$ cat src/rtl/lk_pkg.sv
package lk_pkg;
    localparam int LK_NUM  = 8;
    localparam int LK_DW   = 8;

    typedef enum logic [1:0] {
        LK_FREE   = 2'd0,
        LK_HELD_A = 2'd1,
        LK_HELD_B = 2'd2
    } lk_state_e;
endpackage

$ cat src/rtl/lk_port_decode.sv
module lk_port_decode #(
    parameter int N  = 8,
    parameter int DW = 8,
    localparam int AW = (N > 1) ? $clog2(N) : 1
) (
    input  logic          sem_en,
    input  logic          ram_en,
    input  logic          wr,
    input  logic [AW-1:0] addr,
    input  logic [DW-1:0] wdata,
    output logic [N-1:0]  req_vec,
    output logic [N-1:0]  rel_vec,
    output logic          rd_stb,
    output logic [AW-1:0] rd_addr
);
    logic access;
    logic wr_hit;
    logic unused_hi;

    assign access    = sem_en & ~ram_en;
    assign wr_hit    = access & wr;
    assign rd_stb    = access & ~wr;
    assign rd_addr   = addr;
    assign unused_hi = ^wdata[DW-1:1];

    for (genvar i = 0; i < N; i++) begin : g_sel
        logic hit;
        assign hit        = wr_hit & (addr == AW'(i));
        assign req_vec[i] = hit & ~wdata[0];
        assign rel_vec[i] = hit &  wdata[0];
    end

    always_comb begin
        assert (!((|req_vec) && (|rel_vec)));
    end
endmodule

$ cat src/rtl/lk_flag.sv
module lk_flag
    import lk_pkg::*;
(
    input  logic clk,
    input  logic rst_n,
    input  logic req_a,
    input  logic rel_a,
    input  logic req_b,
    input  logic rel_b,
    output logic held_a,
    output logic held_b
);
    lk_state_e st_q, st_d;
    logic      pend_a_q, pend_a_d;
    logic      pend_b_q, pend_b_d;

    always_ff @(posedge clk) begin
        if (!rst_n) begin
            st_q     <= LK_FREE;
            pend_a_q <= 1'b0;
            pend_b_q <= 1'b0;
        end else begin
            st_q     <= st_d;
            pend_a_q <= pend_a_d;
            pend_b_q <= pend_b_d;
        end
    end

    always_comb begin
        st_d     = st_q;
        pend_a_d = pend_a_q;
        pend_b_d = pend_b_q;
        unique case (st_q)
            LK_FREE: begin
                pend_a_d = 1'b0;
                pend_b_d = 1'b0;
                if (req_a) begin
                    st_d     = LK_HELD_A;
                    pend_b_d = req_b;
                end else if (req_b) begin
                    st_d = LK_HELD_B;
                end
            end
            LK_HELD_A: begin
                pend_a_d = 1'b0;
                if (rel_a) begin
                    if ((pend_b_q && !rel_b) || req_b) begin
                        st_d = LK_HELD_B;
                    end else begin
                        st_d = LK_FREE;
                    end
                    pend_b_d = 1'b0;
                end else if (req_b) begin
                    pend_b_d = 1'b1;
                end else if (rel_b) begin
                    pend_b_d = 1'b0;
                end
            end
            LK_HELD_B: begin
                pend_b_d = 1'b0;
                if (rel_b) begin
                    if ((pend_a_q && !rel_a) || req_a) begin
                        st_d = LK_HELD_A;
                    end else begin
                        st_d = LK_FREE;
                    end
                    pend_a_d = 1'b0;
                end else if (req_a) begin
                    pend_a_d = 1'b1;
                end else if (rel_a) begin
                    pend_a_d = 1'b0;
                end
            end
            default: begin
                st_d     = LK_FREE;
                pend_a_d = 1'b0;
                pend_b_d = 1'b0;
            end
        endcase
    end

    always_comb begin
        held_a = 1'b0;
        held_b = 1'b0;
        unique case (st_q)
            LK_HELD_A: held_a = 1'b1;
            LK_HELD_B: held_b = 1'b1;
            default: ;
        endcase
    end

    AST_FREE_CLEAN: assert property (@(posedge clk) disable iff (!rst_n)
        (st_q == LK_FREE) |-> (!pend_a_q && !pend_b_q));
    AST_TIE_A_WINS: assert property (@(posedge clk) disable iff (!rst_n)
        (st_q == LK_FREE && req_a && req_b) |=> (st_q == LK_HELD_A && pend_b_q));
    AST_HANDOFF_B: assert property (@(posedge clk) disable iff (!rst_n)
        (st_q == LK_HELD_A && rel_a && pend_b_q && !rel_b) |=> (st_q == LK_HELD_B));
    AST_HANDOFF_A: assert property (@(posedge clk) disable iff (!rst_n)
        (st_q == LK_HELD_B && rel_b && pend_a_q && !rel_a) |=> (st_q == LK_HELD_A));
    AST_KEEP_A: assert property (@(posedge clk) disable iff (!rst_n)
        (st_q == LK_HELD_A && !rel_a) |=> (st_q == LK_HELD_A));
    AST_KEEP_B: assert property (@(posedge clk) disable iff (!rst_n)
        (st_q == LK_HELD_B && !rel_b) |=> (st_q == LK_HELD_B));
    AST_FREE_STAYS: assert property (@(posedge clk) disable iff (!rst_n)
        (st_q == LK_FREE && !req_a && !req_b) |=> (st_q == LK_FREE));
endmodule

$ cat src/rtl/lk_readback.sv
module lk_readback #(
    parameter int N  = 8,
    parameter int DW = 8,
    localparam int AW = (N > 1) ? $clog2(N) : 1
) (
    input  logic          clk,
    input  logic          rst_n,
    input  logic          rd_stb,
    input  logic [AW-1:0] rd_addr,
    input  logic [N-1:0]  own_vec,
    output logic [DW-1:0] rdata
);
    always_ff @(posedge clk) begin
        if (!rst_n) begin
            rdata <= '1;
        end else if (rd_stb) begin
            rdata <= {DW{~own_vec[rd_addr]}};
        end
    end

    AST_RD_HOLD: assert property (@(posedge clk) disable iff (!rst_n)
        !rd_stb |=> $stable(rdata));
    AST_RD_REPL: assert property (@(posedge clk) disable iff (!rst_n)
        (rdata == '0) || (rdata == '1));
    AST_RD_OWNER: assert property (@(posedge clk) disable iff (!rst_n)
        (rd_stb && own_vec[rd_addr]) |=> (rdata == '0));
endmodule

$ cat src/rtl/dp_lock_bank.sv
module dp_lock_bank
    import lk_pkg::*;
#(
    parameter int N  = LK_NUM,
    parameter int DW = LK_DW,
    localparam int AW = (N > 1) ? $clog2(N) : 1
) (
    input  logic          clk,
    input  logic          rst_n,
    input  logic          a_sem_en,
    input  logic          a_ram_en,
    input  logic          a_wr,
    input  logic [AW-1:0] a_addr,
    input  logic [DW-1:0] a_wdata,
    output logic [DW-1:0] a_rdata,
    input  logic          b_sem_en,
    input  logic          b_ram_en,
    input  logic          b_wr,
    input  logic [AW-1:0] b_addr,
    input  logic [DW-1:0] b_wdata,
    output logic [DW-1:0] b_rdata
);
    logic [N-1:0]  a_req, a_rel, b_req, b_rel;
    logic [N-1:0]  a_own, b_own;
    logic          a_rd, b_rd;
    logic [AW-1:0] a_raddr, b_raddr;

    lk_port_decode #(.N(N), .DW(DW)) u_dec_a (
        .sem_en (a_sem_en), .ram_en (a_ram_en), .wr (a_wr),
        .addr (a_addr), .wdata (a_wdata),
        .req_vec (a_req), .rel_vec (a_rel),
        .rd_stb (a_rd), .rd_addr (a_raddr)
    );

    lk_port_decode #(.N(N), .DW(DW)) u_dec_b (
        .sem_en (b_sem_en), .ram_en (b_ram_en), .wr (b_wr),
        .addr (b_addr), .wdata (b_wdata),
        .req_vec (b_req), .rel_vec (b_rel),
        .rd_stb (b_rd), .rd_addr (b_raddr)
    );

    for (genvar k = 0; k < N; k++) begin : g_flag
        lk_flag u_flag (
            .clk (clk), .rst_n (rst_n),
            .req_a (a_req[k]), .rel_a (a_rel[k]),
            .req_b (b_req[k]), .rel_b (b_rel[k]),
            .held_a (a_own[k]), .held_b (b_own[k])
        );
    end

    lk_readback #(.N(N), .DW(DW)) u_rb_a (
        .clk (clk), .rst_n (rst_n), .rd_stb (a_rd), .rd_addr (a_raddr),
        .own_vec (a_own), .rdata (a_rdata)
    );

    lk_readback #(.N(N), .DW(DW)) u_rb_b (
        .clk (clk), .rst_n (rst_n), .rd_stb (b_rd), .rd_addr (b_raddr),
        .own_vec (b_own), .rdata (b_rdata)
    );

    AST_NO_BOTH_ZERO: assert property (@(posedge clk) disable iff (!rst_n)
        (a_rd && b_rd && a_raddr == b_raddr) |=> !(a_rdata == '0 && b_rdata == '0));
    AST_BLOCKED_A: assert property (@(posedge clk) disable iff (!rst_n)
        (a_ram_en && !b_rd) |=> ($stable(a_rdata) && $stable(b_rdata)));
endmodule

$ cat config.mk
export PLATFORM = sky130hd
export DESIGN_NAME = dp_lock_bank
export DESIGN_NICKNAME = d
export VERILOG_FILES = /design/src/rtl/lk_pkg.sv /design/src/rtl/lk_port_decode.sv /design/src/rtl/lk_flag.sv /design/src/rtl/lk_readback.sv /design/src/rtl/dp_lock_bank.sv
export SDC_FILE = /design/constraint.sdc
export NUM_CORES = 1
export LEC_CHECK = 0
export ABC_AREA = 1
export BUFFER_PORTS_ARGS = -buffer_cell sky130_fd_sc_hd__buf_2
export CORE_ASPECT_RATIO = 0.6
export CORE_MARGIN = 3
export CORE_UTILIZATION = 50
export CTS_CLUSTER_SIZE = 14
export DETAILED_ROUTE_END_ITERATION = 10
export GPL_ROUTABILITY_DRIVEN = 1
export PLACE_DENSITY = 0.7
export REMOVE_ABC_BUFFERS = 1
export SLEW_MARGIN = 5
export SYNTH_ARGS = -nofsm -noshare
export SYNTH_HDL_FRONTEND = slang
export SYNTH_HIERARCHICAL = 1
export SYNTH_SLANG_ARGS = --single-unit
$ cat constraint.sdc
create_clock -name clk -period 2.65 [get_ports clk]
set_clock_uncertainty 0.05 [all_clocks]
set_input_delay 0.6625 -clock clk [delete_from_list [all_inputs] [get_ports clk]]
set_output_delay 0.6625 -clock clk [all_outputs]
set_load 0.02 [all_outputs]
* Yosys cells after proc, flatten, opt, wreduce, memory -nomap -nowiden
Cells that the tools add are included.
Operators by class: magnitude comparators 2, bitwise gates (word level) 71, multiplexer cells 132, eq/ne operators 62, reductions and logical operators 82
Operator list (number):
- 2-bit two-way mux | 40
- 1-bit two-way mux | 74
- 1-bit AND | 54
- 2-bit one-hot mux with 3 select lines | 8
- 2-bit by 1-bit != test with 1-bit output (second input constant) | 16
- 4-bit by 1-bit != test with 1-bit output (second input constant) | 8
- 3-bit equality test (second input constant) | 8
- 3-bit by 1-bit != test with 1-bit output (second input constant) | 8
- 3-bit AND reduction | 8
- 3-bit OR reduction | 8
- 1-bit inverter | 17
- 2-bit by 1-bit equality test with 1-bit output (second input constant) | 8
- 2-bit equality test (second input constant) | 8
- 1-bit logical AND | 16
- 1-bit logical NOT | 16
- 2-bit logical NOT | 8
- 1-bit logical OR | 16
- 1-bit one-hot mux with 2 select lines | 8
- 2-bit nonzero test | 8
- 3-bit by 2-bit equality test with 1-bit output (second input constant) | 4
- 3-bit by 4-bit < comparator with 1-bit output (second input constant) | 2
- 1-bit binary-select mux with 3-bit select | 2
- 3-bit by 1-bit equality test with 1-bit output (second input constant) | 2
- 3-bit logical NOT | 2
Word-level totals: word-level logic and storage cells 375, register bits after elaboration 34, input bits 30, output and inout port bits 16

* Depth between registers and ports, before layout
depth in word-level cells 11, gate-level depth with buffers 12, mapped depth without buffers 12

* Hierarchy
The synthesis kept the hierarchy.
By module, submodules not included:
- lk_flag | cells an instance 43, area each 260.2 um2, times used 8
- lk_port_decode | cells an instance 40, area each 202.7 um2, times used 2
- lk_readback | cells an instance 29, area each 168.9 um2, times used 2

* Worst setup path after synthesis
No wires, ideal clock.
kind input to register, start input a_ram_en, end register g_flag[1].u_flag.st_q[0], data required time 2.490 ns, library setup time 0.110 ns, path slack 0.841 ns, cell stages on the path 11, arrival 1.650 ns, path through inv_1 -> nand3_2 -> buf_6 -> nor3_1 -> nor2_1 -> nand2_2 -> inv_1 -> nor2_1 -> nand2_1 -> nand2_1 -> nor2_1
On the way: elaborated cells on any way between the ends 16, classes of those cells 2 x eq/ne; 4 x mux; 6 x bitwise; 4 x reduce/logical
RTL lines:
- from (decl) | line dp_lock_bank.sv:11 | input logic a_ram_en,
- 1-bit inverter * | line lk_port_decode.sv:20 | assign access = sem_en & ~ram_en;
- 1-bit AND * | line lk_port_decode.sv:20
- 1-bit AND * | line lk_port_decode.sv:21 | assign wr_hit = access & wr;
- 1-bit AND * | line lk_port_decode.sv:28 | assign hit = wr_hit & (addr == AW'(i));
- 1-bit AND * | line lk_port_decode.sv:29 | assign req_vec[i] = hit & ~wdata[0];
- net a_req[1] | line dp_lock_bank.sv:23 | logic [N-1:0] a_req, a_rel, b_req, b_rel;
- 1-bit logical OR | line lk_flag.sv:62 | if ((pend_a_q && !rel_a) || req_a) begin
- 1-bit two-way mux | line lk_flag.sv:62
- 2-bit two-way mux | line lk_flag.sv:61 | if (rel_b) begin
- 2-bit one-hot mux with 3 select lines | line lk_flag.sv:33 | unique case (st_q)
- to (signal assigned) | line lk_flag.sv:23 | st_q <= st_d;
- to (decl) | line lk_flag.sv:13 | lk_state_e st_q, st_d;
The timed path passes the listed nets; every way through them passes the cells marked *. The select of a mux whose other input is x is not followed. A chain may end at the register's enable or synchronous reset.

* Worst setup path in the final report
Ends and elaborated chain as after synthesis.

==> results.sh <==
export IMPL_fp_coreArea_um2=5260
export IMPL_cp_top_family="simple AND/OR/NAND/NOR gates"
export IMPL_maxCapViolations=0
export IMPL_cp_start_kind="input pin"
export IMPL_io_pins=46
export IMPL_p_comb_frac=0.530
export IMPL_synth_simple_gate_area_frac=0.514
export IMPL_avgSynthCellArea_um2=5.86
export IMPL_hold_depth=4
export IMPL_fin_crit_ps=1930
export IMPL_worstPathArrival_ps=2110
export IMPL_path_clk_slew_ps=70
export IMPL_seqPwrFrac=0.317
export IMPL_rows=20
export IMPL_layout_common_cells="128 x nand2_1, 64 x nor2_1, 64 x inv_1"
export IMPL_final_area_um2=2960
export IMPL_crit_path_max_incr_delay_ps=440
export IMPL_yosysWarnings=6
export IMPL_cts_tree="built"
export IMPL_cts_max_level=2
export IMPL_first_iter_violations=229
export IMPL_swShare=0.481
export IMPL_powerDensity_nw_per_um2=812
export IMPL_rsz0062_at_grt="false"
export IMPL_finalHoldViolations=0
export IMPL_start_util=0.538
export IMPL_end_kind="register"
export IMPL_final_setup_viol_count=0
export IMPL_drive_gt1_frac=0.202
export IMPL_post_cts_setup_buffers=0
export IMPL_dieArea_um2=6620
export IMPL_synth_distinct_cells=16
export IMPL_timing_slew_headroom=0.554
export IMPL_wl_um=6850
export IMPL_pre_cts_ws_ps=445
export IMPL_p_int_mw=1.25
export IMPL_slowest_stage="nor3_1"
export IMPL_synth_seq_cells=34
export IMPL_crit_fanout=15
export IMPL_p_switching_mw=1.16
export IMPL_critPathKind="in -> reg"
export IMPL_antenna_found_initial=0
export IMPL_cpMostUsedCell="nand2_1"
export IMPL_synth_top_family_by_area="simple AND/OR/NAND/NOR gates"
export IMPL_drt_wirelength_per_cell_um=12.2
export IMPL_holdBufCountCts=0
export IMPL_cp_cell_sequence="buf_2 > inv_1 > nand3_2 > nor3_1 > inv_1 > a21oi_1 > nand2_1 > nand2_1 > nand2_1 > nor2_1"
export IMPL_synth_xor_area_frac=0
export IMPL_grt_pass1_vias=2601
export IMPL_fillers=547
export IMPL_grt_overflow_total=0
export IMPL_critPathRequiredTime_ps=2830
export IMPL_placement_cell_area_um2=2880
export IMPL_first_pass_iters=5
export IMPL_grt_max_degree=35
export IMPL_final_common_cell="nand2_1"
export IMPL_cts_num_sinks=34
export IMPL_ys_seq_area_frac=0.241
export IMPL_n_antenna_cell=0
export IMPL_grt_pass1_wl_um=11700
export IMPL_clockBufferDepth=2
export IMPL_outcome="completed"
export IMPL_syn_instance_count=482
export IMPL_antenna_left=0
export IMPL_p_leak_nw=1.36
export IMPL_crit_buf_inv=3
export IMPL_globalplace_congestion=0.854
export IMPL_die_x_um=103
export IMPL_rr_worst_depth=7
export IMPL_vias=2891
export IMPL_detailed_place_hpwl_um=5220
export IMPL_synthMuxAreaShare=0
export IMPL_die_h_um=64.2
export IMPL_grtUsageTotal=0.221
export IMPL_maxSlewViolCount=0
export IMPL_synthAdderAreaFrac=0
export IMPL_max_freq_mhz=519
export IMPL_tns_ps=0
export IMPL_worstSetupPathDepth=10
export IMPL_power_share_clock=0.153
export IMPL_cts_made_buffers=5
export IMPL_peakVddDrop_mv=0.390
export IMPL_numPortBuffers=31
export IMPL_fin_crit_sh=0.727
export IMPL_drc=0
export IMPL_register_area_um2=681
export IMPL_insertion_delay_ps=290
export IMPL_cts_root_buf="clkbuf_8"
export IMPL_cts_resized_gates=0
export IMPL_viasPerCell=5.14
export IMPL_setup_slack_ps=725
export IMPL_hold_class="reg -> reg"
export IMPL_synthesis_area_um2=2830
export IMPL_worst_pin_slew_ps=669
export IMPL_layout_nets=526
export IMPL_syn2layout_area_growth_pct=4.65
export IMPL_multi_input_area_um2=1650
export IMPL_synth_compound_area_frac=0.0691
## logic make-up after synthesis
family,after synthesis
compound gates,34
buf+inv,108
simple gates,306
flops,34
## sequential cells by signal, summed over array words and instances (netlist names)
name	cells
g_flag.u_flag/pend_a_q	8
g_flag.u_flag/pend_b_q	8
g_flag.u_flag/st_q	16
u_rb_a/rdata	1
u_rb_b/rdata	1
## synthesized netlist by cell type
master,count,area share
dfxtp_1,34,0.24
buf_4,20,0.053
nand2_1,128,0.17
nand3_2,28,0.099
a21oi_1,24,0.043
nor3_1,28,0.050
a21boi_1,2,0.0053
nand3_1,42,0.074
buf_2,2,0.0035
nor2_1,64,0.085
nand2_2,8,0.018
inv_1,64,0.085
inv_2,20,0.027
buf_6,2,0.0080
nor2_2,8,0.018
o211ai_1,8,0.021
## metal layers
metal,vias up,part of all wire,track usage
met1,1265,0.51,0.321
met2,95,0.40,0.319
li1,1519,-,-
met3,12,0.069,0.0447
met5,-,0,0
met4,0,0.015,0.0743
## power groups by stage
| stage | registers [mW] | clock network (mW) | logic [mW] |
|---|---|---|---|
| floorplan | 0.759 | 0 | 0.997 |
| global placement | 0.769 | 0 | 1.24 |
| detailed placement | 0.771 | 0 | 1.25 |
| CTS | 0.761 | 0.386 | 1.26 |
| global route | 0.780 | 0.406 | 1.45 |
| finish | 0.762 | 0.367 | 1.27 |
## cell type report
cell class                      instances  share of cell area
Multi-Input combinational cell        340               0.557
Inverter                               84               0.107
Clock buffer                            7              0.0258
Timing Repair Buffer                   31              0.0525
Tap cell                               66              0.0279
Sequential cell                        34               0.230
## worst reg2reg max path: stages (launching register included)
cell and delay, ps:
dfxtp_1 450, inv_2 80, nor2_1 200, nand2_1 80, nand3_1 80, nand3_1 120
nand3_1 110, nand2_1 50
## per-stage QoR
stage | std cells | util | hold slack [ps] | power [mW]
floorplan | 458 | - | 452 | 1.76
global placement | 555 | 0.548 | 465 | 2.00
detailed placement | 555 | 0.548 | 471 | 2.03
CTS | 562 | 0.563 | 482 | 2.41
global route | 562 | 0.563 | 521 | 2.64
finish | 562 | 0.563 | 480 | 2.40
## final timing paths
kind,startpoint,endpoint,slack (ps)
max,a_ram_en,g_flag[1].u_flag/st_q[0],720
min,g_flag[6].u_flag/pend_a_q,g_flag[6].u_flag/pend_a_q,480
max reg2reg,g_flag[5].u_flag/st_q[0],u_rb_a/rdata[0],1320
min reg2reg,g_flag[6].u_flag/pend_a_q,g_flag[6].u_flag/pend_a_q,480
No activity file was read; power rests on OpenSTA's default activity.
